==> src/rtl/probe_tx_pkg.sv <==
package probe_tx_pkg;

    localparam logic [7:0]  SOF_BYTE      = 8'h1B;
    localparam logic [7:0]  TOKEN_BYTE    = 8'h0E;
    localparam logic [15:0] CRC_PRESET    = 16'hFFFF;
    localparam logic [15:0] CRC_POLY_REFL = 16'h8408;

    typedef enum logic [2:0] {
        PH_IDLE,
        PH_START,
        PH_SEQ,
        PH_LEN,
        PH_TOKEN,
        PH_BODY,
        PH_CRC,
        PH_DONE
    } phase_e;

    // one candidate byte for the output register
    typedef struct packed {
        logic       valid;
        logic       crc_en;
        logic [7:0] data;
    } byte_slot_t;

    // reflected CRC update for one byte, LSB first
    function automatic logic [15:0] crc16_step(input logic [15:0] c_in,
                                               input logic [7:0]  b);
        logic [15:0] c;
        c = c_in ^ {8'h00, b};
        for (int i = 0; i < 8; i++) begin
            c = c[0] ? ((c >> 1) ^ CRC_POLY_REFL) : (c >> 1);
        end
        return c;
    endfunction

endpackage

==> src/rtl/probe_crc16.sv <==
module probe_crc16
    import probe_tx_pkg::*;
(
    input  logic        clk,
    input  logic        rst,
    input  logic        init,
    input  logic        en,
    input  logic [7:0]  din,
    output logic [15:0] crc
);

    always_ff @(posedge clk) begin
        if (rst || init) begin
            crc <= CRC_PRESET;
        end else if (en) begin
            crc <= crc16_step(crc, din);
        end
    end

endmodule

==> src/rtl/probe_seq_ctr.sv <==
module probe_seq_ctr #(
    parameter int SEQ_W = 16
) (
    input  logic             clk,
    input  logic             rst,
    input  logic             step,
    output logic [SEQ_W-1:0] cur,
    output logic [SEQ_W-1:0] last
);

    always_ff @(posedge clk) begin
        if (rst) begin
            cur  <= '0;
            last <= '0;
        end else if (step) begin
            last <= cur;
            cur  <= cur + 1'b1;
        end
    end

endmodule

==> src/rtl/probe_frame_seq.sv <==
module probe_frame_seq
    import probe_tx_pkg::*;
#(
    parameter int SEQ_W = 16,
    parameter int LEN_W = 32
) (
    input  logic             clk,
    input  logic             rst,
    input  logic             req_valid,
    input  logic [LEN_W-1:0] req_len,
    output logic             req_ready,
    input  logic             body_valid,
    input  logic [7:0]       body_data,
    input  logic             body_last,
    output logic             body_ready,
    input  logic             slot_free,
    input  logic             final_taken,
    input  logic [SEQ_W-1:0] seq_cur,
    input  logic [15:0]      crc_val,
    output byte_slot_t       nxt,
    output logic             crc_init,
    output logic             seq_step,
    output logic             err_short,
    output phase_e           ph
);

    localparam int SEQ_BYTES = (SEQ_W + 7) / 8;
    localparam int LEN_BYTES = (LEN_W + 7) / 8;
    localparam int MAXB      = (SEQ_BYTES > LEN_BYTES) ? SEQ_BYTES : LEN_BYTES;
    localparam int IDX_W     = (MAXB > 1) ? $clog2(MAXB) : 1;

    logic [IDX_W-1:0]  idx;
    logic [LEN_W-1:0]  len_q;
    logic [LEN_W-1:0]  left;
    logic [MAXB*8-1:0] seq_pad;
    logic [MAXB*8-1:0] len_pad;
    logic              advance;

    always_comb begin
        seq_pad = '0;
        seq_pad[SEQ_W-1:0] = seq_cur;
        len_pad = '0;
        len_pad[LEN_W-1:0] = len_q;
    end

    always_comb begin
        nxt        = '0;
        body_ready = 1'b0;
        unique case (ph)
            PH_START: nxt = '{valid: 1'b1, crc_en: 1'b1, data: SOF_BYTE};
            PH_SEQ:   nxt = '{valid: 1'b1, crc_en: 1'b1, data: seq_pad[{idx, 3'b000} +: 8]};
            PH_LEN:   nxt = '{valid: 1'b1, crc_en: 1'b1, data: len_pad[{idx, 3'b000} +: 8]};
            PH_TOKEN: nxt = '{valid: 1'b1, crc_en: 1'b1, data: TOKEN_BYTE};
            PH_BODY: begin
                nxt        = '{valid: body_valid, crc_en: 1'b1, data: body_data};
                body_ready = slot_free;
            end
            PH_CRC:   nxt = '{valid: 1'b1, crc_en: 1'b0,
                              data: (idx == '0) ? crc_val[7:0] : crc_val[15:8]};
            default:  nxt = '0;
        endcase
    end

    assign advance   = slot_free && nxt.valid;
    assign req_ready = (ph == PH_IDLE);
    assign crc_init  = (ph == PH_IDLE) && req_valid;
    assign seq_step  = (ph == PH_DONE) && final_taken;

    always_ff @(posedge clk) begin
        if (rst) begin
            ph        <= PH_IDLE;
            idx       <= '0;
            len_q     <= '0;
            left      <= '0;
            err_short <= 1'b0;
        end else begin
            unique case (ph)
                PH_IDLE: if (req_valid) begin
                    len_q     <= req_len;
                    left      <= req_len;
                    err_short <= 1'b0;
                    ph        <= PH_START;
                end
                PH_START: if (advance) begin
                    idx <= '0;
                    ph  <= PH_SEQ;
                end
                PH_SEQ: if (advance) begin
                    if (idx == IDX_W'(SEQ_BYTES - 1)) begin
                        idx <= '0;
                        ph  <= PH_LEN;
                    end else begin
                        idx <= idx + 1'b1;
                    end
                end
                PH_LEN: if (advance) begin
                    if (idx == IDX_W'(LEN_BYTES - 1)) begin
                        idx <= '0;
                        ph  <= PH_TOKEN;
                    end else begin
                        idx <= idx + 1'b1;
                    end
                end
                PH_TOKEN: if (advance) begin
                    idx <= '0;
                    ph  <= (len_q == '0) ? PH_CRC : PH_BODY;
                end
                PH_BODY: if (advance) begin
                    left <= left - 1'b1;
                    if (left == LEN_W'(1) || body_last) begin
                        ph <= PH_CRC;
                    end
                    if (body_last && left != LEN_W'(1)) begin
                        err_short <= 1'b1;
                    end
                end
                PH_CRC: if (advance) begin
                    if (idx == '0) begin
                        idx <= IDX_W'(1);
                    end else begin
                        idx <= '0;
                        ph  <= PH_DONE;
                    end
                end
                PH_DONE: if (final_taken) begin
                    ph <= PH_IDLE;
                end
                default: ph <= PH_IDLE;
            endcase
        end
    end

endmodule

==> src/rtl/probe_frame_tx.sv <==
module probe_frame_tx
    import probe_tx_pkg::*;
#(
    parameter int SEQ_W = 16,
    parameter int LEN_W = 32
) (
    input  logic             clk,
    input  logic             rst,
    input  logic             req_valid,
    output logic             req_ready,
    input  logic [LEN_W-1:0] req_len,
    input  logic             body_valid,
    output logic             body_ready,
    input  logic [7:0]       body_data,
    input  logic             body_last,
    output logic             tx_valid,
    input  logic             tx_ready,
    output logic [7:0]       tx_data,
    output logic [SEQ_W-1:0] last_seq,
    output logic             err_short
);

    logic             slot_free;
    logic             final_taken;
    byte_slot_t       nxt;
    logic [15:0]      crc_val;
    logic             crc_init;
    logic             seq_step;
    logic [SEQ_W-1:0] seq_cur;
    phase_e           ph;

    assign slot_free   = !tx_valid || tx_ready;
    assign final_taken = tx_valid && tx_ready;

    probe_frame_seq #(.SEQ_W(SEQ_W), .LEN_W(LEN_W)) u_seq (
        .clk         (clk),
        .rst         (rst),
        .req_valid   (req_valid),
        .req_len     (req_len),
        .req_ready   (req_ready),
        .body_valid  (body_valid),
        .body_data   (body_data),
        .body_last   (body_last),
        .body_ready  (body_ready),
        .slot_free   (slot_free),
        .final_taken (final_taken),
        .seq_cur     (seq_cur),
        .crc_val     (crc_val),
        .nxt         (nxt),
        .crc_init    (crc_init),
        .seq_step    (seq_step),
        .err_short   (err_short),
        .ph          (ph)
    );

    probe_crc16 u_crc (
        .clk  (clk),
        .rst  (rst),
        .init (crc_init),
        .en   (slot_free && nxt.valid && nxt.crc_en),
        .din  (nxt.data),
        .crc  (crc_val)
    );

    probe_seq_ctr #(.SEQ_W(SEQ_W)) u_ctr (
        .clk  (clk),
        .rst  (rst),
        .step (seq_step),
        .cur  (seq_cur),
        .last (last_seq)
    );

    // output holding register: loads only when empty or being drained
    always_ff @(posedge clk) begin
        if (rst) begin
            tx_valid <= 1'b0;
            tx_data  <= '0;
        end else if (slot_free) begin
            tx_valid <= nxt.valid;
            if (nxt.valid) begin
                tx_data <= nxt.data;
            end
        end
    end

endmodule

==> config.mk <==
export PLATFORM = sky130hd
export DESIGN_NAME = probe_frame_tx
export DESIGN_NICKNAME = d
export VERILOG_FILES = /design/src/rtl/probe_tx_pkg.sv /design/src/rtl/probe_crc16.sv /design/src/rtl/probe_seq_ctr.sv /design/src/rtl/probe_frame_seq.sv /design/src/rtl/probe_frame_tx.sv
export SDC_FILE = /design/constraint.sdc
export NUM_CORES = 1
export LEC_CHECK = 0
export ABC_AREA = 1
export CORE_AREA = 3 3 113 115
export CTS_BUF_LIST = sky130_fd_sc_hd__clkbuf_8 sky130_fd_sc_hd__clkbuf_16
export CTS_CLUSTER_DIAMETER = 150
export CTS_CLUSTER_SIZE = 20
export DETAILED_ROUTE_END_ITERATION = 16
export DIE_AREA = 0 0 116 118
export PLACE_DENSITY = 0.82
export SLEW_MARGIN = 5
export SYNTH_ARGS = -nofsm -noshare
export SYNTH_HDL_FRONTEND = slang
export SYNTH_SLANG_ARGS = --single-unit
==> constraint.sdc <==
create_clock -name clk -period 4.6 [get_ports clk]
set_input_delay 0.92 -clock clk [delete_from_list [all_inputs] [get_ports clk]]
set_output_delay 0.92 -clock clk [all_outputs]
set_load 0.02 [all_outputs]
==> flow_summary.ini, run 1 <==
[cts]
cts_resized = 0
cts.sinks = 127
worst_setup_hold_path_clk_slew_ns = 0.06
root_buffer = clkbuf_16
cts_tree = done
cts_buffers = 17
cts_setup_buffers = 0
clk_latency_ns = 0.43
holdBufCountCts = 0
h-tree-depth = 4
cts_buffer_depth = 2

[logic_synthesis]
synthTopCellsByCount = 254 x nand2_1, 127 x dfxtp_1, 116 x o21ai_0
ys.flop_type = dfxtp_1
syn_inst = 1088
synth_edf_count = 0
synthTopCellsByArea = dfxtp_1 36%, nand2_1 14%, o21ai_0 8.2%, a21oi_1 7.8%, nand3_1 6.5%
synth_top_area_frac = 0.3612
synth_top_cell_by_area = dfxtp_1
ys_ff_latch = 127
ys.warnings.count = 0
avgSynthCellArea_sq_um = 6.470
ys_async_sr_fraction = 0
netlist_area_sq_um = 7039
syn-num-nets = 1141
ys_seq_area_frac = 0.3612
synth_cell_type_count = 42
synth_most_common_cell = nand2_1

[sta]
fin_ws_ns = 1.233
fin_setup_tns_ns = 0
period_needed_ns = 3.367
rsz0062_at_grt = no
skew_ns = 0.006729
tightest_slew_ns = 0.7370
worst_hold_slack_ns = 0.4645
slew_viol_final = 0
final-hold-violation-count = 0
setup_viol = 0
finalCritPeriodShare = 0.7320
fmax_mhz = 297.0
slew_headroom = 0.5073

[finish]
nNetsFinal = 1187
regArea_sq_um = 2542
stdcell_count = 1294
post-route-util = 0.7026
area_delta_synth_final_pct = 18.89
antenna_cells = 0
drive_gt1_frac = 0.05754
fill_cells = 1024
multi_input_area_sq_um = 3799
design_area_sq_um = 8369

[floorplan]
start_util = 0.5910
die_area_sq_um = 13690
ioPinCount = 74
core_area_sq_um = 11910
die_h_microns = 118
fp-row-count = 40
dieWidth_microns = 116

[setup_path]
slowest_stage = clkdlybuf4s50_1
path_cells = inv_2 > nand2_2 > inv_1 > clkdlybuf4s50_1
start_kind = register
cp_num_buf_inv = 3
cp.arrival_ns = 2.45
cp-end-kind = output port
critical_path_required_ns = 3.68
cpPeakStageDelay_ns = 0.73
path_class = register to output port
cp_max_fo = 20
critPathTopFamily = buffers and inverters

[run_status]
outcome = complete, no violations

[pwr]
leakage_nw = 3.587
total_power_mw = 4.932
power_density_nw_per_um2 = 589.3
ir_drop_mv = 0.3460

[placed_design]
place_ws_ns = 1.186
gp_congestion = 0.9193
io_buffers = 73
placedCellCount = 1262
hpwl_microns = 13840
postPlaceCellArea_sq_um = 7765

[route]
first_iter_violations = 713
dr_total_vias = 7300
drt_first_pass_iters = 6
antenna_left = 0
vias_per_cell = 5.641
routed_wl_microns = 19730
route.detailed.drc = 0
wl_per_cell_microns = 15.25

[job]
cap_violations = 0

[global_routing]
antenna_found_initial = 0
grt_first_pass_wirelength_microns = 32520
first_global_vias = 6678
grtUsageTotal = 0.2974
grt_max_degree = 64
overflow = 0

[hold_path]
worstHoldPathType = register to register
==> final timing paths <==
path                            slack, ns              to      startpoint  depth (start not counted)
worst max-delay path                 1.23       req_ready     u_seq.ph[1]                          4
worst min-delay path                 0.46  u_seq.left[20]  u_seq.left[20]                          2
worst max register to register       1.70  u_seq.left[25]     u_seq.ph[1]                         10
worst min register to register       0.46  u_seq.left[20]  u_seq.left[20]                          2
==> flip-flops by register name, indices dropped and copies added (netlist names) <==
name / cells
u_ctr.cur: 16
u_seq.ph: 3
u_seq.err_short: 1
u_seq.left: 32
u_seq.len_pad: 32
u_seq.idx: 2
u_crc.crc: 16
tx_valid: 1
tx_data: 8
u_ctr.last: 16
==> layout make-up <==
class,instances,share of cell area
sequential,127,0.3038
clock inverter,14,0.01973
multi-input combinational,786,0.4539
timing repair buffer,81,0.09389
clock buffer,18,0.05247
inverter,121,0.05427
tap,147,0.02198
==> cell usage in the layout, fill, tap and decap left out, types with 3 or more instances in the layout <==
cell type,synthesis,routed
a211oi_1,4,4
a21oi_1,110,110
a221oi_1,3,3
a31oi_1,3,3
buf_4,2,8
bufinv_16,0,3
clkbuf_16,0,17
clkdlybuf4s50_1,0,72
clkinv_2,0,5
dfxtp_1,127,127
ha_1,7,7
inv_1,115,115
inv_2,6,6
nand2_1,254,254
nand2_2,6,6
nand3_1,92,92
nand4_1,13,13
nor2_1,91,91
nor2_2,4,4
nor3_1,12,12
nor4_1,10,10
o211ai_1,12,12
o21ai_0,116,116
o21ai_1,4,4
o21bai_1,9,9
or2_2,4,4
xnor2_1,3,3
xor2_1,9,9
==> logic make-up after synthesis <==
| family | after synthesis | synth area share |
|---|---|---|
| and+or+nand+nor | 496 | 0.3043 |
| xor gates and xnor gates | 12 | 0.01493 |
| AOI/OAI and AO/OA | 271 | 0.2080 |
| adders and majority gates | 7 | 0.01244 |
| DFF | 127 | 0.3612 |
| buffers and inverters | 175 | 0.09918 |
==> per-layer routing <==
| metal | global-route usage | wire, microns |
|---|---|---|
| met1 | 0.3938 | 8622 |
| met3 | 0.06941 | 1495 |
| met5 | 0 | 0 |
| met2 | 0.4594 | 9000 |
| met4 | 0.1298 | 611 |
==> where the power goes <==
group / internal, mW / switching [mW] / leakage [nW]
registers: 1.33 / 0.195 / 1.04
logic: 0.698 / 1.33 / 2.25
clock network: 0.864 / 0.516 / 0.296
==> worst min-delay path: cells and delay by family, from the launching register on <==
kind	cells	cell delay, ns
AOI/OAI and AO/OA	1	0.05
and+or+nand+nor	1	0.06
DFF	1	0.31
Note: power is estimated with default switching activity, not from simulation.
==> run 2, diff against run 1 <==
- CORE_AREA: 3 3 113 115 -> 3 3 121 123
- DIE_AREA: 0 0 116 118 -> 0 0 124 126
- PLACE_DENSITY: 0.82 -> 0.76
- clock period: 4.6 -> 2.72 ns (I/O delays scaled with it)
==> flow_summary.ini, run 2 (synthesis results as in run 1) <==
[run_status]
outcome = complete, no violations

[cts]
cts.sinks = 127
root_buffer = clkbuf_16
worst_setup_hold_path_clk_slew_ns = 0.06
h-tree-depth = 4
cts_buffers = 17
cts_buffer_depth = 2
cts_tree = done
cts_setup_buffers = 0
clk_latency_ns = 0.42

[sta]
tightest_slew_ns = 0.5844
finalCritPeriodShare = 0.9525
worst_hold_slack_ns = 0.4677
fin_setup_tns_ns = 0
slew_headroom = 0.6098
period_needed_ns = 2.591
fmax_mhz = 386.0
setup_viol = 0
slew_viol_final = 0
skew_ns = 0.009658
final-hold-violation-count = 0
rsz0062_at_grt = no

[setup_path]
cp.arrival_ns = 2.05
cp_num_buf_inv = 3
path_cells = buf_4 > inv_2 > nand2_1 > nor2_1 > clkdlybuf4s50_1
critical_path_required_ns = 2.18
cp-startpoint = u_seq.ph[1]
slowest_stage = clkdlybuf4s50_1
reg2reg_from = u_seq.ph[1]
cp_max_fo = 9
path_class = register to output port
cpPeakStageDelay_ns = 0.61
critPathTopFamily = buffers and inverters
start_kind = register
cp-end-kind = output port

[route]
dr_total_vias = 7324
vias_per_cell = 5.470
routed_wl_microns = 20150
first_iter_violations = 628
drt_first_pass_iters = 5
route.detailed.drc = 0
wl_per_cell_microns = 15.05
antenna_left = 0

[floorplan]
fp-row-count = 43
die_area_sq_um = 15620
dieWidth_microns = 124
start_util = 0.5111
die_h_microns = 126
ioPinCount = 74
core_area_sq_um = 13770

[finish]
final_common_cell = nand2_1
post-route-util = 0.6205
drive_gt1_frac = 0.06730
antenna_cells = 0
stdcell_count = 1339
layout_common_cells = 254 x nand2_1, 126 x dfxtp_1, 116 x inv_1, 116 x o21ai_0, 110 x a21oi_1
area_delta_synth_final_pct = 21.40
fill_cells = 1281
nNetsFinal = 1200

[global_routing]
antenna_found_initial = 0
first_global_vias = 6644
grt_max_degree = 49
grtUsageTotal = 0.2632
grt_first_pass_wirelength_microns = 32820
overflow = 0

[hold_path]
min_from = u_seq.left[20]
worstHoldPathType = register to register

[placed_design]
placedCellCount = 1308
io_buffers = 73
hpwl_microns = 14530
gp_congestion = 0.9097

[pwr]
leakage_nw = 3.668
ir_drop_mv = 0.5006
power_density_nw_per_um2 = 1009

[job]
cap_violations = 0
-- run 2: cell count changes in the layout (fill, tap and decap cells not counted) --
cell / change
clkinv_4: +1
clkinvlp_4: -1
dfxtp_1: -1
bufinv_16: +2
inv_1: +1
dfxtp_2: +1
clkbuf_8: -1
buf_4: +13
clkinv_2: -3
-- run 2: timing repair --
action | 4_1_cts | 5_1_grt
endpoints found under the setup margin | 0 | 1
hold buffers | 0 | 0
gates resized for setup | 0 | 1
-- run 2: final timing paths --
check              endpoint  slack (ns)  depth (start not counted)
max              body_ready        0.13                          5
min          u_seq.left[20]        0.47                          2
max reg2reg    u_crc.crc[8]        0.33                         14
min reg2reg  u_seq.left[20]        0.47                          2
-- run 2: worst min-delay path: cells and delay by family, from the launching register on --
family | cells | cell delay [ns]
compound gates | 1 | 0.05
flops | 1 | 0.31
simple gates | 1 | 0.06
-- run 2: area by class of cell --
class | count | area [sq um] | share of cell area
multi-input cells | 786 | 3799 | 0.4445
inverters | 121 | 454.2 | 0.05315
clock buffers | 17 | 425.4 | 0.04978
clock inverters | 14 | 215.2 | 0.02518
flip-flops and latches | 127 | 2544 | 0.2977
repair buffers | 94 | 883.3 | 0.1034
well taps | 180 | 225.2 | 0.02635
-- run 2: through the flow --
stage	setup slack, ns	instance area (sq um)	power [mW]
2_1_floorplan	0.3051	7039	5.096
5_1_grt	0.02295	8546	9.178
4_1_cts	0.06581	8544	8.599
3_5_place_dp	0.2912	7904	6.086
3_3_place_gp	0.2938	7904	6.009
6_report	0.1292	8546	8.619
-- run 2: per-layer routing --
metal / GRT usage / part of all wire / vias up
li1: - / - / 3714
met1: 0.3559 / 0.44 / 3308
met2: 0.4187 / 0.47 / 263
met3: 0.05209 / 0.067 / 39
met4: 0.09021 / 0.024 / 0
met5: 0 / 0 / -
-- run 2: report_power, final --
group	switching, mW	internal [mW]
clock	0.870	1.62
sequential	0.314	2.24
combinational	2.30	1.27
total	3.48	5.14
